==> src/rtl/pfd_pkg.sv <==
package pfd_pkg;
    typedef enum logic [1:0] {
        PS_IDLE = 2'd0,
        PS_UP   = 2'd1,
        PS_DN   = 2'd2,
        PS_CLR  = 2'd3
    } pfd_state_e;

    typedef enum logic {
        LS_HUNT = 1'b0,
        LS_HELD = 1'b1
    } lock_state_e;
endpackage

==> src/rtl/pfd_core.sv <==
module pfd_core
    import pfd_pkg::*;
#(
    parameter int CNT_W = 6
) (
    input  logic             clk,
    input  logic             rst_n,
    input  logic             pd,
    input  logic             fr,
    input  logic             fp,
    input  logic             fc,
    output logic             pump_up,
    output logic             pump_dn,
    output logic             cp_oe,
    output logic             cp_lvl,
    output logic             done,
    output logic [CNT_W-1:0] width
);
    localparam logic [CNT_W-1:0] CNT_MAX = {CNT_W{1'b1}};

    pfd_state_e        state_q, state_d;
    logic              fr_q, fp_q;
    logic              fr_e, fp_e;
    logic [CNT_W-1:0]  cnt_q;

    assign fr_e = fr & ~fr_q;
    assign fp_e = fp & ~fp_q;

    always_ff @(posedge clk or negedge rst_n) begin
        if (!rst_n) begin
            fr_q <= 1'b0;
            fp_q <= 1'b0;
        end else begin
            fr_q <= fr;
            fp_q <= fp;
        end
    end

    // next-state logic
    always_comb begin
        state_d = state_q;
        unique case (state_q)
            PS_IDLE: begin
                if (fr_e && fp_e)  state_d = PS_CLR;
                else if (fr_e)     state_d = PS_UP;
                else if (fp_e)     state_d = PS_DN;
            end
            PS_UP:   if (fp_e) state_d = PS_CLR;
            PS_DN:   if (fr_e) state_d = PS_CLR;
            PS_CLR:  state_d = PS_IDLE;
            default: state_d = PS_IDLE;
        endcase
        if (pd) state_d = PS_IDLE;
    end

    // state register
    always_ff @(posedge clk or negedge rst_n) begin
        if (!rst_n) state_q <= PS_IDLE;
        else        state_q <= state_d;
    end

    // pulse width counter
    always_ff @(posedge clk or negedge rst_n) begin
        if (!rst_n) begin
            cnt_q <= '0;
        end else if ((state_q == PS_UP || state_q == PS_DN) && !pd) begin
            if (cnt_q != CNT_MAX) cnt_q <= cnt_q + 1'b1;
        end else begin
            cnt_q <= '0;
        end
    end

    // outputs
    always_comb begin
        pump_up = 1'b0;
        pump_dn = 1'b0;
        unique case (state_q)
            PS_IDLE: ;
            PS_UP:   pump_up = 1'b1;
            PS_DN:   pump_dn = 1'b1;
            PS_CLR: begin
                pump_up = 1'b1;
                pump_dn = 1'b1;
            end
            default: ;
        endcase
        cp_oe  = pump_up ^ pump_dn;
        cp_lvl = cp_oe & (fc ? pump_up : pump_dn);
        done   = (state_q != PS_CLR) && (state_d == PS_CLR);
        if (state_q == PS_IDLE)     width = '0;
        else if (cnt_q == CNT_MAX)  width = CNT_MAX;
        else                        width = cnt_q + 1'b1;
    end
endmodule

==> src/rtl/lock_meter.sv <==
module lock_meter
    import pfd_pkg::*;
#(
    parameter int CNT_W    = 6,
    parameter int GOOD_MAX = 8,
    parameter int LOSE_MIN = 16,
    parameter int NEED     = 3
) (
    input  logic             clk,
    input  logic             rst_n,
    input  logic             pd,
    input  logic             done,
    input  logic [CNT_W-1:0] width,
    output logic             locked
);
    localparam int GW = $clog2(NEED + 1);
    localparam logic [GW-1:0]    LAST  = GW'(NEED - 1);
    localparam logic [CNT_W-1:0] W_OK  = CNT_W'(GOOD_MAX);
    localparam logic [CNT_W-1:0] W_BAD = CNT_W'(LOSE_MIN);

    lock_state_e   state_q, state_d;
    logic [GW-1:0] good_q, good_d;
    logic          is_good, is_wide;

    assign is_good = width < W_OK;
    assign is_wide = width >= W_BAD;

    always_comb begin
        state_d = state_q;
        good_d  = good_q;
        unique case (state_q)
            LS_HUNT: begin
                if (done) begin
                    if (is_good) begin
                        if (good_q == LAST) begin
                            state_d = LS_HELD;
                            good_d  = '0;
                        end else begin
                            good_d = good_q + 1'b1;
                        end
                    end else begin
                        good_d = '0;
                    end
                end
            end
            LS_HELD: begin
                if (done && is_wide) begin
                    state_d = LS_HUNT;
                    good_d  = '0;
                end
            end
            default: state_d = LS_HUNT;
        endcase
        if (pd) begin
            state_d = LS_HUNT;
            good_d  = '0;
        end
    end

    always_ff @(posedge clk or negedge rst_n) begin
        if (!rst_n) begin
            state_q <= LS_HUNT;
            good_q  <= '0;
        end else begin
            state_q <= state_d;
            good_q  <= good_d;
        end
    end

    always_comb locked = (state_q == LS_HELD);
endmodule

==> src/rtl/pin_mux.sv <==
module pin_mux #(
    parameter int NSEC = 2
) (
    input  logic [NSEC-1:0] fr,
    input  logic [NSEC-1:0] fp,
    input  logic [NSEC-1:0] sec_lock,
    input  logic [NSEC-1:0] pd,
    input  logic            lds,
    input  logic [1:0]      tsel,
    output logic            mon_pin
);
    logic combined;
    logic monitor;

    always_comb begin
        combined = &(sec_lock | pd);
        monitor  = tsel[1] ? fp[tsel[0]] : fr[tsel[0]];
        mon_pin  = lds ? monitor : combined;
    end
endmodule

==> src/rtl/pfd_lock_top.sv <==
module pfd_lock_top #(
    parameter int GOOD_MAX = 8,
    parameter int LOSE_MIN = 16,
    parameter int NEED     = 3
) (
    input  logic       clk,
    input  logic       rst_n,
    input  logic [1:0] fr,
    input  logic [1:0] fp,
    input  logic [1:0] fc,
    input  logic [1:0] pd,
    input  logic       lds,
    input  logic [1:0] tsel,
    output logic [1:0] pump_up,
    output logic [1:0] pump_dn,
    output logic [1:0] cp_oe,
    output logic [1:0] cp_lvl,
    output logic [1:0] sec_lock,
    output logic       mon_pin
);
    localparam int NSEC  = 2;
    localparam int CNT_W = $clog2(LOSE_MIN + 1) + 1;

    logic [NSEC-1:0] done;
    logic [CNT_W-1:0] width [NSEC];

    for (genvar s = 0; s < NSEC; s++) begin : g_sec
        pfd_core #(.CNT_W(CNT_W)) u_pfd (
            .clk     (clk),
            .rst_n   (rst_n),
            .pd      (pd[s]),
            .fr      (fr[s]),
            .fp      (fp[s]),
            .fc      (fc[s]),
            .pump_up (pump_up[s]),
            .pump_dn (pump_dn[s]),
            .cp_oe   (cp_oe[s]),
            .cp_lvl  (cp_lvl[s]),
            .done    (done[s]),
            .width   (width[s])
        );

        lock_meter #(
            .CNT_W    (CNT_W),
            .GOOD_MAX (GOOD_MAX),
            .LOSE_MIN (LOSE_MIN),
            .NEED     (NEED)
        ) u_lock (
            .clk    (clk),
            .rst_n  (rst_n),
            .pd     (pd[s]),
            .done   (done[s]),
            .width  (width[s]),
            .locked (sec_lock[s])
        );
    end

    pin_mux #(.NSEC(NSEC)) u_mux (
        .fr       (fr),
        .fp       (fp),
        .sec_lock (sec_lock),
        .pd       (pd),
        .lds      (lds),
        .tsel     (tsel),
        .mon_pin  (mon_pin)
    );
endmodule

==> config.mk <==
export PLATFORM = sky130hd
export DESIGN_NAME = pfd_lock_top
export DESIGN_NICKNAME = d
export VERILOG_FILES = /design/src/rtl/pfd_pkg.sv /design/src/rtl/pfd_core.sv /design/src/rtl/lock_meter.sv /design/src/rtl/pin_mux.sv /design/src/rtl/pfd_lock_top.sv
export SDC_FILE = /design/constraint.sdc
export NUM_CORES = 1
export LEC_CHECK = 0
export ABC_CLOCK_PERIOD_IN_PS = 2050
export BUFFER_PORTS_ARGS = -buffer_cell sky130_fd_sc_hd__buf_2
export CORE_MARGIN = 2
export CORE_UTILIZATION = 30
export DETAILED_ROUTE_END_ITERATION = 16
export PLACE_DENSITY = 0.48
export SETUP_SLACK_MARGIN = 0.4
export SYNTH_ARGS = -nofsm -noshare
export SYNTH_HDL_FRONTEND = slang
export SYNTH_SLANG_ARGS = --single-unit
==> constraint.sdc <==
create_clock -name clk -period 2.05 [get_ports clk]
set_clock_uncertainty 0.1 [all_clocks]
set_input_delay 0.205 -clock clk [delete_from_list [all_inputs] [get_ports clk]]
set_output_delay 0.205 -clock clk [all_outputs]
set_load 0.01 [all_outputs]
# Yosys cells after proc, flatten, opt, wreduce, memory -nomap -nowiden
# Cells that the tools add are included.
[totals]
reg_bits = 26
output_inout_bits = 11
input_bits = 13
wordCells = 137
[classes]
n_mux = 58
bitwise = 15
add_sub_neg = 4
n_eq_ne = 22
order_cmp = 5
n_reduce_logical = 21
[op_table]
columns = ["cell", "count"]
rows = [
  ["2-to-1 mux 6 bit", 8],
  ["2-to-1 mux 2 bit", 22],
  ["2-to-1 mux 1 bit", 22],
  ["== test 2 bit (second input constant)", 8],
  ["one-hot mux 2 bit (4 select lines)", 2],
  ["adder 6 x 1 -> 6 bit (second input constant)", 2],
  ["== test 6 bit (second input constant)", 2],
  ["greater-or-equal comparator 6 x 5 -> 1 bit (second input constant)", 2],
  ["less-than comparator 6 x 4 -> 1 bit (second input constant)", 2],
  ["inequality test 6 bit (second input constant)", 2],
  ["logical AND 1 bit", 8],
  ["inequality test 2 bit (second input constant)", 4],
  ["one-hot mux 2 bit (2 select lines)", 2],
  ["OR reduction 2 bit", 4],
  ["AND 1 bit", 6],
  ["inequality test 3 x 2 -> 1 bit (second input constant)", 2],
  ["inequality test 3 bit (second input constant)", 2],
  ["NOT 1 bit", 6],
  ["AND reduction 2 bit", 3],
  ["adder 2 x 1 -> 2 bit (second input constant)", 2],
  ["== test 2 x 1 -> 1 bit (second input constant)", 2],
  ["logical NOT 2 bit", 2],
  ["one-hot mux 1 bit (2 select lines)", 2],
  ["logical NOT 1 bit", 2],
  ["other kinds (4)", 6],
]

# Depth between registers and ports, before layout
[logic_depth]
word_depth = 13
depth_mapped = 7
mapped_depth_nobuf = 7

# Cells and area by module
# From an unflattened synthesis, not the netlist that was laid out.
[unflattened]
hier_cells = 170
area_unflattened_um2 = 1642.8
[modules_own_cells]
columns = ["mod", "area_each_um2", "cells_each", "seq_area_each_um2", "instances"]
rows = [
  ["pfd_core (g_sec[1].u_pfd)", 630.6, 68, 250.2, 1],
  ["pfd_core (g_sec[0].u_pfd)", 618.1, 67, 250.2, 1],
  ["lock_meter", 173.9, 16, 75.1, 2],
  ["pin_mux", 46.3, 3, 0.0, 1],
]

# Worst setup path before layout
# No wires, ideal clock.
[synth_path]
kind = "register -> register"
start = "register g_sec[0].u_pfd.state_q[1]"
end = "register g_sec[0].u_lock.good_q[0]"
synth_period_minus_slack_ns = 1.964
setup_ns = 0.121
arrival_ns = 1.743
n_path_buf = 0
required_time_ns = 1.829
slack_ns = 0.086
path_stages_with_launch = 6
path_cell_list = "dfrtp_1 > or3b_1 > a2111o_1 > a211oi_2 > nor2_1 > a22o_1"
[synth_via]
elab_chain_len = 10
elab_cells_between_ends = 25
classes_between = "order compare (2); eq/ne (7); mux (12); reduce/logical (4)"
[synth_lines]
columns = ["item", "line_no", "text"]
rows = [
  ["start: declaration", "pfd_core.sv:21", "pfd_state_e state_q, state_d;"],
  ["start signal: assignment", "pfd_core.sv:59", "else state_q <= state_d;"],
  ["2-to-1 mux 2 bit", "pfd_core.sv:46", "else if (fp_e) state_d = PS_DN;"],
  ["2-to-1 mux 2 bit", "pfd_core.sv:45", "else if (fr_e) state_d = PS_UP;"],
  ["2-to-1 mux 2 bit", "pfd_core.sv:44", "if (fr_e && fp_e) state_d = PS_CLR;"],
  ["one-hot mux 2 bit (4 select lines)", "pfd_core.sv:42", "unique case (state_q)"],
  ["2-to-1 mux 2 bit", "pfd_core.sv:53", "if (pd) state_d = PS_IDLE;"],
  ["== test 2 bit", "pfd_core.sv:89", "done = (state_q != PS_CLR) && (state_d == PS_CLR);"],
  ["logical AND 1 bit", "pfd_core.sv:89", ""],
  ["logical AND 1 bit", "lock_meter.sv:47", "if (done && is_wide) begin"],
  ["inequality test 3 bit (no line)", "--", ""],
  ["AND reduction 2 bit (no line)", "--", ""],
  ["end signal: assignment", "lock_meter.sv:66", "good_q <= good_d;"],
  ["end: declaration", "lock_meter.sv:22", "logic [GW-1:0] good_q, good_d;"],
]
# Parallel ways exist; a longest one is shown, timed or not. The select of a mux whose other input is x is not followed.
# A chain may end at the register's enable or synchronous reset.

# Final worst setup path
[layout_path]
start = "register g_sec[0].u_pfd.cnt_q[0]"
end = "register g_sec[0].u_lock.good_q[0]"
[layout_via]
elab_chain_len = 8
elab_cells_between_ends = 13
classes_between = "add/sub (1); order compare (2); eq/ne (2); mux (6); reduce/logical (2)"
[layout_lines]
columns = ["item", "line_no", "text"]
rows = [
  ["start: declaration", "pfd_core.sv:24", "logic [CNT_W-1:0] cnt_q;"],
  ["start signal: assignment", "pfd_core.sv:67", "if (cnt_q != CNT_MAX) cnt_q <= cnt_q + 1'b1;"],
  ["adder 6 x 1 -> 6 bit / == test 6 bit (equally long branches)", "pfd_core.sv:92, pfd_core.sv:91", ""],
  ["2-to-1 mux 6 bit *", "pfd_core.sv:91", "else if (cnt_q == CNT_MAX) width = CNT_MAX;"],
  ["2-to-1 mux 6 bit *", "pfd_core.sv:90", "if (state_q == PS_IDLE) width = '0;"],
  ["less-than comparator 6 x 4 -> 1 bit", "lock_meter.sv:25", "assign is_good = width < W_OK;"],
  ["2-to-1 mux 2 bit", "lock_meter.sv:34", "if (is_good) begin"],
  ["2-to-1 mux 2 bit", "lock_meter.sv:33", "if (done) begin"],
  ["one-hot mux 2 bit (2 select lines)", "lock_meter.sv:31", "unique case (state_q)"],
  ["2-to-1 mux 2 bit", "lock_meter.sv:54", "if (pd) begin"],
]
# Mark *: on every way between the ends. The rest lies on a longest branch, timed or not. The select of a mux whose other input is x is not followed.

==> impl_results.md <==
* Synth cell count leaders: dfrtp_1 (26), nor2_1 (21), nor3_1 (14)
* Min cycle time layout at ~1.9 ns
* Cell Chain, Critical Path: ha_2, and4_1, a211o_1, a211oi_2, nor2_1, a22o_1
* Post-synth EDFFs at 0
* Clock-pin slew on the worst setup and hold paths at 0.09 ns
* IO Port Bufs at 23
* Final Hold Slack at between 0.09 and 0.1 ns
* Overall Global Routing Usage at 0.135
* CP max stage cell: dfrtp_1
* RSZ-0062 raised after global routing: yes
* Row Count at 26
* Mapped cell area at between 1500 and 2000 sq um
* Die W at 77.2 um
* Worst setup EP type: flip-flop
* Synth Instances at approximately 170
* Max-Cap Viols at 0
* Worst hold path class: in -> reg
* TritonCTS clock tree: done
* Run status: finished clean
* Power Dens Cells at 565 nW/um^2
* Register area share after synthesis at 0.405
* Clk_lat worst skew at 0.27 ns
* Library cells used by synthesis at 42
* CTS sink count at 26
* Die Area at 5960 sq um
* Gr busiest metal: met2
* Worst EP required at between 2 and 2.5 ns
* Met1 usage at 0.165
* Startpoint Class: flip-flop
* Final std cells w/o fill at approximately 280
* Antenna-violating nets left at 0
* Met2 usage in global routing at 0.250
* # DRC at 0
* Top-area cell type share of the netlist area at 0.405
* Setup TNS at 0 ns
* Core ar. at 5140 sq um
* Vias per cell at a little over 5
* Cts bufs inserted at 3
* Ranking of synthesized cells by area: dfrtp_1 (40%), ha_1 (7.8%), nor2_1 (4.9%), buf_4 (4.7%), nor3_1 (4.4%)
* M3 GR Usage at 0.0247
* Pin count of the biggest net entering global routing at 27
* H-Tree Depth at 1
* Async set-reset flop share out of synthesis at 1.00
* #FFs+latches synth at 26
* Dominant synthesized flop cell: dfrtp_1
* Fmax at about 510 MHz
* CP Class: reg -> reg
* Global-route wire length before repair at 6520 um
* Yosys Warn Count at 0
* Routed vias at 1407
* Final-stage net count at 231
* Total Wirelength at about 4000 um
* Drt first pass iters at 4
* Count leader, synth: dfrtp_1
* Slowest Stage Delay on Critical Path at 0.45 ns
* Final Hold Viols at 0
* Clk buf depth at 2
* Post-Synthesis Mean Instance Area at between 9 and 10 sq um
* CTS root buf: clkbuf_8
* Congestion Overflow GR at 0
* Crit share post-route at 0.950
* CP Max Fanout at 9
* Yosys top cell by area: dfrtp_1
* Wire per inst at between 10 and 15 um
* Max_slew headroom at 0.593
* Starting Density at 0.313
* Antenna violations before repair at 0
* Die Y at between 70 and 80 um
* Post-DP HPWL at between 2000 and 3000 um
* Gpl congestion at around 0.85
* Final setup vio count at 0
* Final slew viol count at 0
* Share of layout cells above drive strength 1 at 0.386
* P_leak at ~0.94 nW
* Maximum vdd drop at 0.322 mV
* # IOs at 24
* Setup ws final at 0.103 ns
* Slew @ Worst Pin at 0.611 ns
* Drt first-iter violations at 74
* Setup WS pre-CTS at ~0.036 ns
* DP Cell Count at between 200 and 300
* Diodes inserted at 0
* Vias in the first global route at 1429
* Post-Syn Nets at about 200
* Area Growth Syn to Fin at 37.3%
* CP Data Arrival Time at ~2 ns
layer usage:
metal | share of wire | vias to the layer above
li1 | - | 680
met3 | 0.023 | 2
met5 | 0 | -
met1 | 0.44 | 705
met2 | 0.54 | 20
met4 | 0.0042 | 0
state kept, by name, indices dropped and copies added, names as in the netlist:
name,cells
g_sec.u_lock.good_q,4
g_sec.u_lock.locked,2
g_sec.u_pfd.cnt_q,12
g_sec.u_pfd.fp_q,2
g_sec.u_pfd.fr_q,2
g_sec.u_pfd.state_q,4
repair_timing:
item	CTS	global route
buffers inserted	14	3
gates cloned	0	0
resized for setup	35	11
endpoints found under the setup margin	12	16
hold buffers	5	0
hold endpoints to repair	30	0
pin swaps	10	5
critical path: cells and delay by family, from the launching register on:
kind,cells,cell delay [ns]
adders and majority gates,1,0.26
DFF,1,0.45
and+or+nand+nor,2,0.30
AOI/OAI and AO/OA,3,0.74
through the flow:
stage	power (mW)	utilization	area, sq um
after CTS	1.24	0.416	2140
after floorplan	0.726	-	1640
final	1.25	0.429	2210
after detailed placement	0.783	0.340	1750
after global placement	0.775	0.340	1750
after global routing	1.33	0.429	2210
cell type report:
cell class                      instances  area, sq um
Fill cell                             517         2930
Multi-Input combinational cell        124         1020
Sequential cell                        26          653
Timing Repair Buffer                   46          362
Tap cell                               70         87.6
Clock buffer                            4         55.1
Inverter                                7         31.3
layout by cell type, fill, tap and decap left out, types with 6 or more instances in the layout:
cell type / netlist / routed
a21oi_1: 8 / 7
buf_2: 0 / 18
buf_4: 10 / 10
buf_6: 0 / 13
dfrtp_1: 26 / 24
ha_4: 0 / 7
nand2b_1: 6 / 6
nor2_1: 21 / 21
nor3_1: 14 / 11
power breakdown:
| part | switching [mW] | internal, mW |
|---|---|---|
| Sequential | 0.0263 | 0.534 |
| Combinational | 0.164 | 0.192 |
| Clock | 0.160 | 0.172 |
| Total | 0.351 | 0.897 |
logic make-up after synthesis:
logic type               Yosys count  share of synthesized area
AND/OR/NAND/NOR                   71                      0.229
AO/OA/AOI/OAI                     35                      0.157
flip-flops                        26                      0.405
buffers and inverters             22                     0.0763
adder cells (fa/ha/maj)           10                     0.0778
multiplexers                       5                     0.0389
XOR/XNOR                           3                     0.0163
worst paths after layout:
| check | from | endpoint | slack, ns | depth (start not counted) |
|---|---|---|---|---|
| worst min register to register | g_sec[0].u_lock.good_q[1] | g_sec[0].u_lock.good_q[1] | 0.44 | 1 |
| worst max register to register | g_sec[0].u_pfd.cnt_q[0] | g_sec[0].u_lock.good_q[0] | 0.10 | 6 |
| worst min-delay path | pd[1] | g_sec[1].u_pfd.state_q[0] | 0.09 | 2 |
| max in group asynchronous | rst_n | g_sec[1].u_pfd.state_q[1] | 1.03 | 2 |
| min in group asynchronous | rst_n | g_sec[0].u_lock.locked | 0.38 | 2 |
| worst max-delay path | g_sec[0].u_pfd.cnt_q[0] | g_sec[0].u_lock.good_q[0] | 0.10 | 6 |
No activity file was read; power rests on OpenSTA's default activity.
